===== src/rtl/pix7_pkg.sv =====
`timescale 1ns/1ps
package pix7_pkg;
    localparam int SLOTS   = 7;
    localparam int LANES   = 4;
    localparam int COLOR_W = 8;
    localparam int SLOT_W  = $clog2(SLOTS);

    typedef enum logic [1:0] {
        MAP_18   = 2'd0,
        MAP_24A  = 2'd1,
        MAP_24B  = 2'd2,
        MAP_RSVD = 2'd3
    } map_e;

    // bit s of a slot word is the value sent in slot s
    typedef logic [SLOTS-1:0] slot_word_t;

    typedef struct packed {
        logic [COLOR_W-1:0] r;
        logic [COLOR_W-1:0] g;
        logic [COLOR_W-1:0] b;
        logic               hs;
        logic               vs;
        logic               de;
    } pixel_t;

    // clock lane: high in slots 0,1,5,6
    localparam slot_word_t CLK_PATTERN = 7'b1100011;
endpackage


===== src/rtl/pix7_lane_mapper.sv =====
`timescale 1ns/1ps
module pix7_lane_mapper
    import pix7_pkg::*;
(
    input  pixel_t                      pix_i,
    input  map_e                        sel_i,
    output slot_word_t [LANES-1:0]      words_o
);
    function automatic slot_word_t w7(input logic s0, input logic s1, input logic s2,
                                      input logic s3, input logic s4, input logic s5,
                                      input logic s6);
        return {s6, s5, s4, s3, s2, s1, s0};
    endfunction

    slot_word_t low0, low1, low2;
    slot_word_t high0, high1, high2;
    slot_word_t ext_a, ext_b;

    always_comb begin
        // six-bit layout on colour bits 5:0
        low0  = w7(pix_i.g[0], pix_i.r[5], pix_i.r[4], pix_i.r[3], pix_i.r[2], pix_i.r[1], pix_i.r[0]);
        low1  = w7(pix_i.b[1], pix_i.b[0], pix_i.g[5], pix_i.g[4], pix_i.g[3], pix_i.g[2], pix_i.g[1]);
        low2  = w7(pix_i.de, pix_i.vs, pix_i.hs, pix_i.b[5], pix_i.b[4], pix_i.b[3], pix_i.b[2]);
        // eight-bit layout, upper bits on lanes 0..2
        high0 = w7(pix_i.g[2], pix_i.r[7], pix_i.r[6], pix_i.r[5], pix_i.r[4], pix_i.r[3], pix_i.r[2]);
        high1 = w7(pix_i.b[3], pix_i.b[2], pix_i.g[7], pix_i.g[6], pix_i.g[5], pix_i.g[4], pix_i.g[3]);
        high2 = w7(pix_i.de, pix_i.vs, pix_i.hs, pix_i.b[7], pix_i.b[6], pix_i.b[5], pix_i.b[4]);
        // fourth-lane words, slot 0 is the spare control bit tied low
        ext_a = w7(1'b0, pix_i.b[1], pix_i.b[0], pix_i.g[1], pix_i.g[0], pix_i.r[1], pix_i.r[0]);
        ext_b = w7(1'b0, pix_i.b[7], pix_i.b[6], pix_i.g[7], pix_i.g[6], pix_i.r[7], pix_i.r[6]);

        unique case (sel_i)
            MAP_24A: words_o = {ext_a, high2, high1, high0};
            MAP_24B: words_o = {ext_b, low2, low1, low0};
            default: words_o = {slot_word_t'('0), low2, low1, low0};
        endcase
    end
endmodule


===== src/rtl/pix7_slot_seq.sv =====
`timescale 1ns/1ps
module pix7_slot_seq
    import pix7_pkg::*;
(
    input  logic              clk,
    input  logic              rst,
    output logic [SLOT_W-1:0] slot_o,
    output logic              load_o,
    output logic              clk_lane_o
);
    localparam logic [SLOT_W-1:0] LAST_SLOT = SLOT_W'(SLOTS - 1);

    typedef struct packed {
        logic [SLOT_W-1:0] cnt;
        logic              clk_lane;
    } seq_st_t;

    seq_st_t st_d, st_q;

    always_comb begin
        st_d = st_q;
        if (rst) begin
            st_d.cnt      = '0;
            st_d.clk_lane = 1'b0;
        end else begin
            st_d.clk_lane = CLK_PATTERN[st_q.cnt];
            st_d.cnt      = (st_q.cnt == LAST_SLOT) ? '0 : st_q.cnt + 1'b1;
        end
    end

    always_ff @(posedge clk) begin
        st_q <= st_d;
    end

    assign slot_o     = st_q.cnt;
    assign load_o     = (st_q.cnt == '0);
    assign clk_lane_o = st_q.clk_lane;

    AST_SLOT_IN_RANGE: assert property (@(posedge clk) disable iff (rst)
        st_q.cnt <= LAST_SLOT);
    AST_SLOT_WRAP: assert property (@(posedge clk) disable iff (rst)
        (st_q.cnt == LAST_SLOT) |=> (st_q.cnt == '0));
    AST_CLK_FALL_SLOT: assert property (@(posedge clk) disable iff (rst)
        ($fell(st_q.clk_lane) && !$past(rst)) |-> (st_q.cnt == SLOT_W'(3)));
endmodule


===== src/rtl/pix7_lane_shift.sv =====
`timescale 1ns/1ps
module pix7_lane_shift
    import pix7_pkg::*;
(
    input  logic       clk,
    input  logic       rst,
    input  logic       load_i,
    input  logic       mirror_i,
    input  slot_word_t word_i,
    output logic       bit_o
);
    typedef struct packed {
        slot_word_t sh;
        logic       bit_out;
    } lane_st_t;

    lane_st_t   st_d, st_q;
    slot_word_t eff;

    always_comb begin
        for (int i = 0; i < SLOTS; i++) begin
            eff[i] = mirror_i ? word_i[SLOTS-1-i] : word_i[i];
        end
        st_d = st_q;
        if (rst) begin
            st_d.sh      = '0;
            st_d.bit_out = 1'b0;
        end else if (load_i) begin
            st_d.bit_out = eff[0];
            st_d.sh      = eff >> 1;
        end else begin
            st_d.bit_out = st_q.sh[0];
            st_d.sh      = st_q.sh >> 1;
        end
    end

    always_ff @(posedge clk) begin
        st_q <= st_d;
    end

    assign bit_o = st_q.bit_out;

    AST_SHREG_DRAINED: assert property (@(posedge clk) disable iff (rst)
        load_i |-> (st_q.sh == '0));
endmodule


===== src/rtl/pix7_serializer.sv =====
`timescale 1ns/1ps
module pix7_serializer
    import pix7_pkg::*;
(
    input  logic         clk_fast,
    input  logic         rst,
    input  logic [7:0]   pix_r,
    input  logic [7:0]   pix_g,
    input  logic [7:0]   pix_b,
    input  logic         pix_hs,
    input  logic         pix_vs,
    input  logic         pix_de,
    input  logic [1:0]   map_sel,
    input  logic         mirror,
    output logic [3:0]   lane_data_o,
    output logic         lane_clk_o
);
    pixel_t                 pix;
    slot_word_t [LANES-1:0] words;
    logic [SLOT_W-1:0]      slot;
    logic                   load;

    assign pix = {pix_r, pix_g, pix_b, pix_hs, pix_vs, pix_de};

    pix7_lane_mapper u_map (
        .pix_i   (pix),
        .sel_i   (map_e'(map_sel)),
        .words_o (words)
    );

    pix7_slot_seq u_seq (
        .clk        (clk_fast),
        .rst        (rst),
        .slot_o     (slot),
        .load_o     (load),
        .clk_lane_o (lane_clk_o)
    );

    generate
        for (genvar ln = 0; ln < LANES; ln++) begin : g_lane
            pix7_lane_shift u_shift (
                .clk      (clk_fast),
                .rst      (rst),
                .load_i   (load),
                .mirror_i (mirror),
                .word_i   (words[ln]),
                .bit_o    (lane_data_o[ln])
            );
        end
    endgenerate

    AST_RESET_LOW: assert property (@(posedge clk_fast)
        rst |=> (lane_data_o == '0 && !lane_clk_o));
    AST_CTL3_ZERO: assert property (@(posedge clk_fast) disable iff (rst)
        $past(load && !mirror) |-> (lane_data_o[3] == 1'b0));
    AST_LOAD_SLOT0: assert property (@(posedge clk_fast) disable iff (rst)
        load |-> (slot == '0));
endmodule


===== config.mk =====
export PLATFORM = sky130hd
export DESIGN_NAME = pix7_serializer
export DESIGN_NICKNAME = d
export VERILOG_FILES = /design/src/rtl/pix7_pkg.sv /design/src/rtl/pix7_lane_mapper.sv /design/src/rtl/pix7_slot_seq.sv /design/src/rtl/pix7_lane_shift.sv /design/src/rtl/pix7_serializer.sv
export SDC_FILE = /design/constraint.sdc
export NUM_CORES = 1
export LEC_CHECK = 0
export BUFFER_PORTS_ARGS = -buffer_cell sky130_fd_sc_hd__buf_2
export CORE_ASPECT_RATIO = 0.5
export CORE_MARGIN = 2
export CORE_UTILIZATION = 57
export DETAILED_ROUTE_END_ITERATION = 8
export GPL_ROUTABILITY_DRIVEN = 0
export PLACE_DENSITY = 0.92
export SETUP_SLACK_MARGIN = 0.3
export SLEW_MARGIN = 0
export SYNTH_ARGS = -nofsm -noshare
export SYNTH_HDL_FRONTEND = slang
export SYNTH_SLANG_ARGS = --single-unit

===== constraint.sdc =====
create_clock -name clk_fast -period 5.8 [get_ports clk_fast]
set_clock_uncertainty 0.05 [all_clocks]
set_input_delay 1.16 -clock clk_fast [delete_from_list [all_inputs] [get_ports clk_fast]]
set_output_delay 1.16 -clock clk_fast [all_outputs]
set_load 0.02 [all_outputs]

; ---- Word-level counts from Yosys, hierarchy flattened
; Memory sizes are Yosys's and may differ from the RTL's. A register that Yosys moved wholly into a read port is not among the register bits.
; Cells that the tools add are included.
[word_totals]
register_bits = 35
latchBits = 0
ram_bits = 0
romBits = 8
word_cells = 45
n_memories = 1
[mem_list]
columns = name, words, word_bits, rd, rd_clocked_by_memory_dff, write_ports, line_no
row1 = (no name shown), 8, 1, 1, 1, 0, pix7_slot_seq.sv:26  ; st_d.clk_lane = CLK_PATTERN[st_q.cnt];
[op_classes]
addsub = 1
multipliers = 0
div = 0
n_lt_le_gt_ge = 0
eq_ne = 3
n_shift = 0
n_mux = 29
n_bitwise = 0
reduce_logical = 2
[op_table]
columns = op, count
row1 = case mux 28 bit (2 select lines), 1
row2 = two-way mux 7 bit, 4
row3 = two-way mux 1 bit, 24
row4 = "adder 3 x 1 -> 3 bit, second input constant", 1
row5 = "== test 3 bit, second input constant", 1
row6 = zero test 3 bit, 1
row7 = "== test 2 x 1 -> 1 bit, second input constant", 1
row8 = "== test 2 bit, second input constant", 1
row9 = OR reduction 2 bit, 1

; ---- Longest topological paths before layout
[depth]
word_depth = 4
ltp_mapped = 7
ltp_nobuf = 5

; ---- Hierarchy
; A second synthesis with hierarchy kept.
[hier_totals]
cells_unflattened = 175
hier_area_um2 = 1716.6
[modules_own_cells]
columns = module, instances, cells_each, area_each_um2, seq_area_each_um2
row1 = pix7_lane_shift, 4, 28, 296.5, 140.1
row2 = pix7_lane_mapper, 1, 45, 345.3, 0.0
row3 = pix7_slot_seq, 1, 18, 185.2, 80.1

; ---- Worst setup path before layout
; Ideal clock, no wire load.
[synth_path]
path_type = input port to flip-flop
start = input map_sel[0]
end = register g_lane[0].u_shift.st_q (netlist bit g_lane[0].u_shift.bit_o)
setup_ps = 122
arrival_time_ps = 2475
required_ps = 5628
path_slack_ps = 3153
stages = 7
path_cell_list = inv_1 > ha_1 > or2_1 > buf_6 > buf_6 > a22o_1 > a221o_1
[synth_between]
elab_chain_len = 4
[synth_rtl]
columns = element, line_no
row1 = "start, declared", pix7_serializer.sv:13  ; input logic [1:0] map_sel,
row2 = == test 2 bit / == test 2 x 1 -> 1 bit (equally long branches), pix7_lane_mapper.sv:32  ; unique case (sel_i)
row3 = case mux 28 bit (2 select lines) (*), pix7_lane_mapper.sv:32
row4 = two-way mux 1 bit (*), pix7_lane_shift.sv:22  ; eff[i] = mirror_i ? word_i[SLOTS-1-i] : word_i[i];
row5 = two-way mux 7 bit (*), pix7_lane_shift.sv:28  ; end else if (load_i) begin
row6 = "end signal, assigned", pix7_lane_shift.sv:38  ; st_q <= st_d;
row7 = "end, declared", pix7_lane_shift.sv:17  ; lane_st_t st_d, st_q;
; Every way passes the cells marked *; elsewhere a longest branch is shown, timed or not.
; A chain may end at the register's enable or synchronous reset.

; ---- Final worst setup path
[layout_path]
start = input map_sel[0]
end = register g_lane[0].u_shift.st_q[5] (netlist name)
; The elaborated chain is that of the path after synthesis.

==> summary.txt <==
Run status
  – Status: finished clean

Layout
  – Fin util: roughly 69%
  – FILL cells: 206
  – P&R area growth vs syn: 11.8%
  – Ant diodes: 0
  – Nets@finish: 233
  – Fraction of layout cells with a size suffix above 1: 22.7%
  – Final std cells w/o fill: 231
  – Reg area: 641 sq um
  – Area of the multi-input gates: 860 sq um

Synthesis
  – Seq/Total Area, Yosys: 39.2%
  – Post-synth top cells: dfxtp_1, a22o_1, a221oi_1
  – Top post-synthesis cells by area: dfxtp_1, a22o_1, a221o_1
  – Post-synthesis cell count: 171
  – Post-synth ARST share: 0%
  – Synth Warn #: 0
  – Yosys cell types: 33
  – Syn nets: 208
  – Cell taking the most area after synthesis: dfxtp_1
  – Cell area after synthesis: roughly 1600 sq um
  – Post-synth EDFFs: 0
  – Count leader, synth: dfxtp_1
  – Primary FF master, synth: dfxtp_1
  – Top-area cell type share of the netlist area: 39.2%
  – Mean post-synth cell area: 9.55 sq um
  – Post-synthesis register bit count: 32

Flow run
  – Max_cap viols: 0

Die
  – Initial Util: between 60 and 70%
  – Die Y: 41.8 um
  – Core Box Area: 2650 sq um
  – Floorplan row count: 13
  – Die span in x: 79.7 um
  – Ports: 37
  – Die footprint: 3330 sq um

CTS
  – Clock transition at path regs: approximately 0.06 ns
  – Cts repair resizes: 0
  – CTS tree: built
  – H-tree levels: 2
  – Clock latency on the worst-skew pair: between 0.2 and 0.3 ns
  – Total CTS buffers: 5
  – Buffer levels on the longest clock path: 2
  – Clock root buffer: clkbuf_8
  – # hold bufs at CTS: 0
  – Post-CTS Setup Bufs: 0
  – Clock tree sinks: 32

Worst setup path
  – Critical Path Start Type: primary input
  – Worst r2r src: u_seq.slot_o[0]
  – Worst Setup End Kind: flop
  – Reg2Reg Depth: 5
  – Worst r2r dst: g_lane[3].u_shift.st_q[6]
  – Highest net fanout along the worst path: 23
  – Register-to-register setup slack: 3.34 ns
  – WP data required: ~5.9 ns
  – Crit path kind: primary input to flop
  – CP arrival: 2.80 ns

Timing
  – Fin. max-slew vios: 0
  – Period utilisation layout: 46.3%
  – Final Hold Fails: 0
  – Fmax: 372 MHz
  – Final setup viols: 0
  – Unrepaired setup endpoints after global routing: false
  – Fin Setup TNS: 0 ns
  – Max-slew headroom: between 20% and 30%
  – Worst-Margin Slew: 1.14 ns
  – Min cycle time layout: approximately 2.7 ns

Detailed routing
  – Vias: 1,468
  – Routed len/inst: between 15 and 20 um
  – DR DRC count: 0
  – Initial DRC Count: 124
  – DRT Pass-1 Iters: 4
  – Total Wirelength: about 3600 um
  – Vias per std cell: 6.35
  – Routed Antenna Nets: 0

Power
  – Psw: 146 uW
  – Peak supply drop: between 0.1 and 0.15 mV
  – Logic pwr share: 23.0%
  – LEAKAGE: 0.775 nW
  – P_int: 369 uW
  – Seq pwr share: 48.3%
  – PwrDens: 282 nW/um^2
  – Clk network pwr share: 28.7%
  – Switching share of total power: 28.3%

Hold path
  – Hold path start: g_lane[3].u_shift.st_q[1]
  – Hold Path End: g_lane[3].u_shift.bit_o
  – Hold Path Class: flop to flop
  – Hold Path Cell Cnt: 2

GRT
  – Global Route Usage Sum: 24.5%
  – Global-route wire length before repair: 6160 um
  – Initial antenna violation count: 0
  – Gr ovfl total: 0
  – Largest net degree at the start of global routing: 37
  – Vias in the first global route: 1,307

Placed design
  – Port Buffer Count: 36
  – Cell count after placement: between 200 and 250
  – HPWL Detailed: 2520 um
## through the flow
| stage | total power, mW | hold WS [ns] | instance area (sq um) | worst slack (ns) |
|---|---|---|---|---|
| 3_3_place_gp | 0.366 | 0.383 | 1760 | 2.91 |
| 2_1_floorplan | 0.344 | 0.367 | 1630 | 3.15 |
| 3_5_place_dp | 0.370 | 0.384 | 1760 | 2.87 |
| 4_1_cts | 0.517 | 0.391 | 1830 | 3.15 |
| 5_1_grt | 0.543 | 0.413 | 1830 | 2.96 |
| 6_report | 0.515 | 0.388 | 1830 | 3.11 |
## per-layer routing
| metal | up-vias | track usage, % | wire length, um |
|---|---|---|---|
| li1 | 712 | - | - |
| met1 | 695 | 31.4 | 1580 |
| met2 | 54 | 38.7 | 1730 |
| met3 | 7 | 7.17 | 238 |
| met4 | 0 | 10.3 | 62 |
| met5 | - | 0 | 0 |
## final cells by class
cell class	instances	area share [%]
Clock buffer	5	3.77
Inverter	6	1.23
Multi-Input combinational cell	114	47.1
Sequential cell	32	35.1
Tap cell	37	2.54
Timing Repair Buffer	37	10.3
## cell families (layout without fill, tap and decap cells)
kind of cell | Yosys count | in the layout | share of synthesized area [%]
buffers and inverters | 25 | 48 | 8.12
DFF | 32 | 32 | 39.2
AOI/OAI and AO/OA | 60 | 60 | 30.8
muxes | 1 | 1 | 0.613
and+or+nand+nor | 48 | 48 | 17.4
adders and majority gates | 5 | 5 | 3.83
## worst max-delay path by stage
stage / startpoint / end / slack, ns / cells past startpoint
floorplan: map_sel[0] / g_lane[0].u_shift.bit_o / 3.15 / 7
global placement: map_sel[0] / g_lane[0].u_shift.st_q[1] / 2.91 / 6
detailed placement: map_sel[0] / g_lane[1].u_shift.st_q[5] / 2.87 / 6
CTS: map_sel[0] / g_lane[0].u_shift.st_q[5] / 3.15 / 6
global route: rst / g_lane[3].u_shift.st_q[6] / 2.96 / 3
finish: map_sel[0] / g_lane[0].u_shift.st_q[5] / 3.11 / 6
## state kept, by name, indices dropped and copies added (netlist names)
| name | flops |
|---|---|
| u_seq.clk_lane_o | 1 |
| u_seq.slot_o | 3 |
| g_lane.u_shift.bit_o | 4 |
| g_lane.u_shift.st_q | 24 |
## power by group through the flow
stage	combinational [mW]	sequential, mW	clock, mW
floorplan	0.0908	0.253	0
global placement	0.114	0.253	0
detailed placement	0.117	0.253	0
CTS	0.118	0.248	0.151
global route	0.131	0.250	0.161
finish	0.119	0.248	0.148
## critical path: stages
cell and delay, ns:
buf_2 0.09, inv_1 0.04, ha_1 0.35, or2_1 0.49, a22o_1 0.32, a221o_1 0.36
## layout by cell type (no fill, tap or decap), types with 3 or more instances in the layout
master / instances
a221o_1: 12
nor3b_1: 11
nand3b_1: 5
o31ai_1: 5
buf_2: 36
inv_1: 5
nor3_1: 8
o21ai_0: 5
a22o_1: 16
dfxtp_1: 32
nor2_1: 12
clkbuf_8: 5
a221oi_1: 13
a21oi_1: 3
ha_1: 5
No activity file was read; power rests on OpenSTA's default activity.
